--- config.mk ---
export PLATFORM = sky130hd
export DESIGN_NAME = i2c_unstick
export DESIGN_NICKNAME = d
export VERILOG_FILES = /design/src/rtl/i2c_unstick_pkg.sv /design/src/rtl/i2c_unstick_sync.sv /design/src/rtl/i2c_unstick_timer.sv /design/src/rtl/i2c_unstick.sv
export SDC_FILE = /design/constraint.sdc
export NUM_CORES = 1
export LEC_CHECK = 0
export BUFFER_PORTS_ARGS = -buffer_cell sky130_fd_sc_hd__clkbuf_2
export CAP_MARGIN = 20
export CORE_UTILIZATION = 45
export DETAILED_ROUTE_END_ITERATION = 10
export GPL_TIMING_DRIVEN = 0
export HOLD_SLACK_MARGIN = 0.08
export SLEW_MARGIN = 10
export SYNTH_ARGS = -nofsm -noshare
export SYNTH_HDL_FRONTEND = slang
export SYNTH_SLANG_ARGS = --single-unit
--- constraint.sdc ---
create_clock -name clk -period 5.1 [get_ports clk]
set_input_delay 0.255 -clock clk [delete_from_list [all_inputs] [get_ports clk]]
set_output_delay 0.255 -clock clk [all_outputs]
set_load 0.01 [all_outputs]
--- src/rtl/i2c_unstick_pkg.sv ---
package i2c_unstick_pkg;
  typedef enum logic [1:0] {
    ST_IDLE = 2'd0,
    ST_PULL = 2'd1,
    ST_REL  = 2'd2,
    ST_TAIL = 2'd3
  } unstick_state_t;
endpackage

--- src/rtl/i2c_unstick_sync.sv ---
module i2c_unstick_sync #(
  parameter int STAGES = 2
) (
  input  logic clk,
  input  logic rst,
  input  logic d_i,
  output logic q_o
);
  logic [STAGES-1:0] sh_q;

  always_ff @(posedge clk) begin
    if (rst) sh_q <= '1;
    else     sh_q <= {sh_q[STAGES-2:0], d_i};
  end

  assign q_o = sh_q[STAGES-1];
endmodule

--- src/rtl/i2c_unstick_timer.sv ---
module i2c_unstick_timer #(
  parameter int W = 16
) (
  input  logic         clk,
  input  logic         rst,
  input  logic         load_i,
  input  logic [W-1:0] len_i,
  output logic         expire_o
);
  logic [W-1:0] cnt_q;

  always_ff @(posedge clk) begin
    if (rst)                cnt_q <= '0;
    else if (load_i)        cnt_q <= (len_i == '0) ? '0 : len_i - 1'b1;
    else if (cnt_q != '0)   cnt_q <= cnt_q - 1'b1;
  end

  assign expire_o = (cnt_q == '0);
endmodule

--- src/rtl/i2c_unstick.sv ---
module i2c_unstick
  import i2c_unstick_pkg::*;
#(
  parameter int DLY_W       = 16,
  parameter int MAX_PULSES  = 10,
  parameter int SYNC_STAGES = 2
) (
  input  logic             clk,
  input  logic             rst,
  input  logic             start_i,
  input  logic             sda_i,
  input  logic             busy_i,
  input  logic [DLY_W-1:0] delay_i,
  output logic             scl_pull_o,
  output logic             pin_ovr_o,
  output logic             done_o,
  output logic             fail_o
);
  localparam int PC_W = $clog2(MAX_PULSES + 1);
  localparam logic [PC_W-1:0] PC_MAX = PC_W'(MAX_PULSES);

  unstick_state_t   state_q;
  logic [DLY_W-1:0] dly_q;
  logic [PC_W-1:0]  pulses_q;
  logic             give_up_q;
  logic             sda_s;
  logic             tmr_exp;
  logic             tmr_load;
  logic [DLY_W-1:0] tmr_len;
  logic             need_rec;

  i2c_unstick_sync #(.STAGES(SYNC_STAGES)) u_sync (
    .clk (clk),
    .rst (rst),
    .d_i (sda_i),
    .q_o (sda_s)
  );

  assign need_rec = busy_i | ~sda_s;

  always_comb begin
    tmr_load = 1'b0;
    tmr_len  = dly_q;
    unique case (state_q)
      ST_IDLE: begin
        tmr_load = start_i & need_rec;
        tmr_len  = delay_i;
      end
      ST_PULL, ST_REL: tmr_load = tmr_exp;
      default:         tmr_load = 1'b0;
    endcase
  end

  i2c_unstick_timer #(.W(DLY_W)) u_tmr (
    .clk      (clk),
    .rst      (rst),
    .load_i   (tmr_load),
    .len_i    (tmr_len),
    .expire_o (tmr_exp)
  );

  always_ff @(posedge clk) begin
    if (rst) begin
      state_q    <= ST_IDLE;
      dly_q      <= '0;
      pulses_q   <= '0;
      give_up_q  <= 1'b0;
      scl_pull_o <= 1'b0;
      pin_ovr_o  <= 1'b0;
      done_o     <= 1'b0;
      fail_o     <= 1'b0;
    end else begin
      done_o <= 1'b0;
      unique case (state_q)
        ST_IDLE: begin
          if (start_i) begin
            dly_q     <= delay_i;
            pulses_q  <= '0;
            give_up_q <= 1'b0;
            fail_o    <= 1'b0;
            if (need_rec) begin
              state_q    <= ST_PULL;
              pin_ovr_o  <= 1'b1;
              scl_pull_o <= 1'b1;
            end else begin
              done_o <= 1'b1;
            end
          end
        end
        ST_PULL: begin
          if (tmr_exp) begin
            scl_pull_o <= 1'b0;
            if (sda_s || pulses_q == PC_MAX) begin
              state_q   <= ST_TAIL;
              give_up_q <= ~sda_s;
            end else begin
              state_q  <= ST_REL;
              pulses_q <= pulses_q + 1'b1;
            end
          end
        end
        ST_REL: begin
          if (tmr_exp) begin
            scl_pull_o <= 1'b1;
            state_q    <= ST_PULL;
          end
        end
        ST_TAIL: begin
          if (tmr_exp) begin
            pin_ovr_o <= 1'b0;
            done_o    <= 1'b1;
            fail_o    <= give_up_q;
            state_q   <= ST_IDLE;
          end
        end
        default: state_q <= ST_IDLE;
      endcase
    end
  end
endmodule

==> impl_metrics.yaml, run 1 <==
status:
  status: "finished clean"
yosys:
  synthTopCellsByArea: "dfxtp_1 31%, a21oi_1 7.2%, mux2i_1 6.2%"
  syn-cell-area_mm2: 0.00292
  synth_compound_area_share_pct: 20.0
  synthAdderAreaFrac_pct: 3.86
  synth.top_cell.area_share_pct: 30.9
  avgSynthCellArea_um2: 7.79
  ys_ff_latch: 45
  synth_top_family_by_area: "simple AND/OR/NAND/NOR gates"
  muxShareOfSynthArea_pct: 6.57
  synth_xor_area_share_pct: 6.31
  synthCells: 374
  synth_edf_count: 0
  netlist-cell-type-count: 57
  ys_seq_area_share_pct: 30.9
  async_reset_ff_share_pct: 0
  syn-num-nets: 404
  synth-simple-area-share_pct: 27.7
  yosysWarningCount: 0
  synth_top_area_cell: "dfxtp_1"
  ys.flop_type: "dfxtp_1"
layout:
  final_cell_mix: "45 x nand2_1, 45 x dfxtp_1, 42 x a21oi_1"
  nNetsFinal: 435
  num_antenna_cells: 0
  post_route_cells_drive_above_1_share_pct: 12.3
  nFillCells: 634
  syn_to_final_growth_pct: 10.3
clock_tree:
  clk_latency_ns: 0.30
  cts_tree: "done"
  ctsResizeCount: 0
  clockRootBuffer: "clkbuf_8"
  clock_sinks: 45
  clk_pin_slew_ns: 0.09
  htreeDepth: 2
  cts_inserted_buffers: 5
  post_cts_buffers: 0
  clock_path_buffers: 2
  postCtsHoldBufs: 0
global_routing:
  antenna_found_initial: 0
  grt_first_pass_wirelength_um: 12400
  track_usage_pct: 24.4
  overflow: 0
  grt_max_degree: 13
  grt_pass1_vias: 2577
setup_path:
  reg2reg_from: "state_q[0]"
  critPathCaptureType: "register"
  cp_max_fo: 10
  cp-start-kind: "register"
  r2r_cells: 13
  cp.arrival_ns: 3.61
  reg2reg_slack_ns: 1.66
  path_class: "register to register"
  rr_endpoint: "u_tmr.cnt_q[0]"
  cp.required_ns: 5.27
hold_path:
  min-delay-start: "sda_i"
  worstHoldPathType: "primary input to register"
  holdPathStages: 2
  whs_endpoint: "u_sync.sh_q[0]"
detailed_routing:
  wl_met2_um: 3270
  ant_nets: 0
  firstDrtPassIters: 5
  drt_iter0_drc: 169
  drc: 0
  met1_length_um: 3880
  wirelength_um: 7550
  routed.top_layer: "met4"
  viasPerCell: 5.81
  wl_met3_um: 277
  wl_per_cell_um: 15.7
  vias: 2788
floorplan:
  die_area_mm2: 0.00680
  core_mm2: 0.00610
  fp.dieH_um: 82.5
  io_pins: 25
  rows: 28
  die_w_um: 82.5
  start_util_pct: 47.8
timing:
  post-route-min-period_ns: 3.44
  relSlewSlack_pct: 58.6
  min_period_over_period_pct: 67.5
  maxSlewViolCount: 0
  rsz0062_at_grt: "false"
  final-hold-violation-count: 0
  fmaxAchievable_mhz: 290
  setup_ws_ns: 1.66
  skew_ns: 0.00787
  setup_viol: 0
  tns_ns: 0
  worstMarginPinSlew_ns: 0.621
power:
  peakVddDrop_v: 0.000405
  p_per_area_mw_per_mm2: 511
  power.leakage_nw: 1.30
job:
  cap_violations: 0
place:
  place_hpwl_um: 5900
  portBuffers: 24
  dp_slack_ns: 1.71
  gp_congestion: 0.866
metrics by stage:
step	instance area (um2)	power [mW]	utilization [%]	hold WS (ns)	instances
global route	3220	1.79	52.8	0.136	480
finish	3220	1.64	52.8	0.135	480
global placement	3130	1.41	51.3	0.391	473
floorplan	2920	1.20	-	0.359	374
CTS	3220	1.65	52.8	0.130	480
detailed placement	3130	1.41	51.3	0.394	473
how the worst max path moves through the flow:
| stage | from | to | cells after the start |
|---|---|---|---|
| after floorplan | state_q[0] | u_tmr.cnt_q[2] | 13 |
| after global placement | state_q[0] | u_tmr.cnt_q[0] | 13 |
| after detailed placement | state_q[1] | u_tmr.cnt_q[0] | 13 |
| after CTS | state_q[0] | u_tmr.cnt_q[0] | 13 |
| after global routing | state_q[1] | u_tmr.cnt_q[0] | 13 |
| final | state_q[0] | u_tmr.cnt_q[0] | 13 |
critical path: stages, from the launching register on:
cell and delay (ns):
dfxtp_1 0.34, inv_1 0.09, ha_1 0.24, buf_2 0.24, buf_2 0.27, buf_2 0.29
buf_2 0.32, mux2i_1 0.27, ha_1 0.28, o211a_1 0.25, nand4_1 0.18, clkbuf_1 0.26
nand3_1 0.18, a21oi_1 0.10
cells in the mapped netlist (3+ instances only):
library cell / number
or2_2: 5
nor3b_1: 5
inv_1: 13
dfxtp_1: 45
o2111ai_1: 3
or4_1: 5
o31ai_1: 3
xor2_1: 10
clkbuf_1: 11
nor4b_1: 4
nor4_1: 8
nor2_1: 19
or3_1: 10
o32ai_1: 3
nor3_1: 15
nand4_1: 8
ha_1: 9
o21ai_0: 17
xnor2_1: 11
mux2i_1: 18
buf_2: 6
a21oi_1: 42
nand3_1: 15
nand2_1: 45
flip-flops by register name, indices dropped and copies added, names as in the netlist:
| name | cells |
|---|---|
| u_tmr.cnt_q | 16 |
| u_sync.sh_q | 2 |
| state_q | 2 |
| pulses_q | 4 |
| done_o | 1 |
| pin_ovr_o | 1 |
| give_up_q | 1 |
| scl_pull_o | 1 |
| fail_o | 1 |
| dly_q | 16 |
metal layers:
layer / global-route usage [%] / up-vias
met1: 35.3 / 1292
met5: 0 / -
met2: 36.9 / 56
li1: - / 1426
met3: 3.96 / 14
met4: 6.90 / 0
power by group:
group	leakage [nW]	total (mW)	internal (mW)	switching, mW
sequential	0.370	0.514	0.436	0.0779
clock	0.0443	0.228	0.108	0.120
combinational	0.889	0.903	0.356	0.547
total	1.30	1.64	0.900	0.745
layout make-up:
| type | instances | area (um2) | area share (%) |
|---|---|---|---|
| multi-input combinational | 296 | 1880 | 58.4 |
| inverter | 13 | 48.8 | 1.52 |
| tap | 75 | 93.8 | 2.92 |
| timing repair buffer | 24 | 120 | 3.74 |
| clock buffer | 7 | 86.3 | 2.68 |
| sequential | 45 | 901 | 28.0 |
| buffer | 20 | 86.3 | 2.68 |
cell families (layout without fill, tap and decap cells):
logic type	after synthesis	after routing
compound gates	94	94
xor+xnor	21	21
fa+ha+maj	9	9
buf+inv	33	64
flops	45	45
mux	19	19
simple gates	153	153
(Power assumes the default switching activity.)
==> run 2: changes to the inputs <==
Settings changed: ABC_AREA set to 1.
Clock period 5.1 ns to 3.5 ns, I/O delays scaled along.
==> impl_metrics.yaml, run 2 <==
status:
  status: "finished clean"
detailed_routing:
  drt_iter0_drc: 129
  wl_per_cell_um: 12.6
  ant_nets: 0
  firstDrtPassIters: 5
  vias: 3026
  drc: 0
  wirelength_um: 7610
  viasPerCell: 5.01
clock_tree:
  clk_latency_ns: 0.32
  cts_inserted_buffers: 5
  clock_sinks: 45
  post_cts_buffers: 0
  htreeDepth: 2
  clk_pin_slew_ns: 0.10
  clock_path_buffers: 2
  cts_tree: "done"
  clockRootBuffer: "clkbuf_8"
floorplan:
  start_util_pct: 47.5
  rows: 29
  die_w_um: 84.6
  io_pins: 25
  die_area_mm2: 0.00715
  core_mm2: 0.00646
  fp.dieH_um: 84.6
timing:
  tns_ns: 0
  post-route-min-period_ns: 2.64
  skew_ns: 0.0162
  relSlewSlack_pct: 57.6
  worstMarginPinSlew_ns: 0.636
  maxSlewViolCount: 0
  final-hold-violation-count: 0
  fmaxAchievable_mhz: 378
  setup_viol: 0
  rsz0062_at_grt: "false"
  min_period_over_period_pct: 75.5
layout:
  nFillCells: 669
  post_route_cells_drive_above_1_share_pct: 12.7
  layout_commonest_cell: "nand2_1"
  final_cell_mix: "139 x nand2_1, 67 x inv_1, 65 x nor2_1"
  nNetsFinal: 556
  num_antenna_cells: 0
  fin_util_pct: 52.8
  syn_to_final_growth_pct: 11.1
  top_regs: "dly_q x16, u_tmr.cnt_q x16, pulses_q x4"
global_routing:
  track_usage_pct: 22.8
  antenna_found_initial: 0
  grt_max_degree: 16
  overflow: 0
  grt_pass1_vias: 2785
  grt_first_pass_wirelength_um: 13000
setup_path:
  path_class: "register to register"
  cp_max_fo: 10
  cp.arrival_ns: 2.83
  cp-start-kind: "register"
  r2r_cells: 15
  cp.required_ns: 3.69
  critPathCaptureType: "register"
power:
  p_per_area_mw_per_mm2: 842
  power.leakage_nw: 1.66
  peakVddDrop_v: 0.000400
  sw_frac_of_total_pct: 48.9
  pwr-share-seq_pct: 26.2
  clockPowerShare_pct: 14.4
  power.internal_mw: 1.47
  combPwrFrac_pct: 59.4
  switchingPower_mw: 1.40
job:
  cap_violations: 0
yosys:
  syn-num-nets: 524
  async_reset_ff_share_pct: 0
  syn-cell-area_mm2: 0.00307
  ys_ff_latch: 45
  synth_top_area_cell: "dfxtp_1"
  synth_top_cells_by_count: "139 x nand2_1, 67 x inv_1, 65 x nor2_1, 45 x dfxtp_1, 37 x o21ai_0"
  synth.top_cell.area_share_pct: 29.4
  netlist-cell-type-count: 41
  yosysMostFrequentCell: "nand2_1"
  ys_seq_area_share_pct: 29.4
  avgSynthCellArea_um2: 6.21
  synthCells: 494
  yosysWarningCount: 0
  synthTopCellsByArea: "dfxtp_1 29%, nand2_1 17%, inv_1 8.2%"
  synth_edf_count: 0
  ys.flop_type: "dfxtp_1"
hold_path:
  holdPathStages: 3
  worstHoldPathType: "primary input to register"
place:
  place_hpwl_um: 5940
  gp_congestion: 0.845
  portBuffers: 24
==> run 2: power by group through the flow <==
stage	logic, mW	clock network, mW	registers (mW)
3_3_place_gp	1.68	0	0.761
5_1_grt	1.95	0.447	0.773
4_1_cts	1.70	0.423	0.753
2_1_floorplan	1.33	0	0.746
6_report	1.70	0.414	0.754
3_5_place_dp	1.69	0	0.765
==> run 2: area by class of cell <==
type                       instances  area, um2  area share, %
clock inverter                     3       46.3           1.36
clock buffer                       5       68.8           2.02
inverter                          71        269           7.89
buffer                            13       92.6           2.72
sequential                        45        901           26.4
tap                               77       96.3           2.83
multi-input combinational        365       1810           53.0
timing repair buffer              25        130           3.82
==> run 2: path summary, 6_finish.rpt <==
| path | startpoint | endpoint | slack, ns |
|---|---|---|---|
| setup / recovery | state_q[0] | u_tmr.cnt_q[4] | 0.86 |
| hold / removal | delay_i[0] | dly_q[0] | 0.1 |
| setup reg to reg | state_q[0] | u_tmr.cnt_q[4] | 0.86 |
| hold reg to reg | u_sync.sh_q[0] | u_sync.sh_q[1] | 0.42 |
==> run 2: logic make-up after synthesis <==
group,after synthesis,synth area share [%]
adder cells (fa/ha/maj),9,3.67
AO/OA/AOI/OAI,91,16.7
AND/OR/NAND/NOR,255,35.6
flip-flops,45,29.4
buffers and inverters,84,11.8
XOR/XNOR,10,2.86
==> run 2: repair_timing <==
| action | CTS | global route |
|---|---|---|
| hold buffers | 1 | 0 |
| endpoints found under the hold margin | 1 | 0 |
| gates resized for setup | 0 | 0 |
==> run 2: metal layers <==
| layer | GRT usage (%) | vias up | wire (um) |
|---|---|---|---|
| met5 | 0 | - | 0 |
| met4 | 6.47 | 0 | 80 |
| met3 | 4.03 | 8 | 318 |
| met2 | 36.4 | 66 | 3310 |
| met1 | 31.7 | 1328 | 3900 |
| li1 | - | 1624 | - |
==> run 2: critical path, cell delays in order (launching register included) <==
cell and delay (ns):
dfxtp_1 0.39, inv_1 0.08, ha_1 0.28, inv_2 0.17, buf_6 0.18, nand2_1 0.10, o21ai_4 0.08, ha_1 0.21
nand3_1 0.13, nor2_2 0.23, nand3_1 0.13, nor2_2 0.17, nor2_4 0.07, buf_6 0.14, nand2_1 0.08, a31oi_1 0.08
==> run 2: through the flow <==
step / setup slack [ns] / std cells / power (mW) / hold WS, ns / instance area [um2]
global placement: 0.936 / 595 / 2.44 / 0.358 / 3280
detailed placement: 0.911 / 595 / 2.46 / 0.361 / 3280
global route: 0.637 / 604 / 3.17 / 0.112 / 3410
floorplan: 1.27 / 494 / 2.08 / 0.253 / 3070
finish: 0.856 / 604 / 2.87 / 0.0950 / 3410
CTS: 0.873 / 604 / 2.88 / 0.0909 / 3410
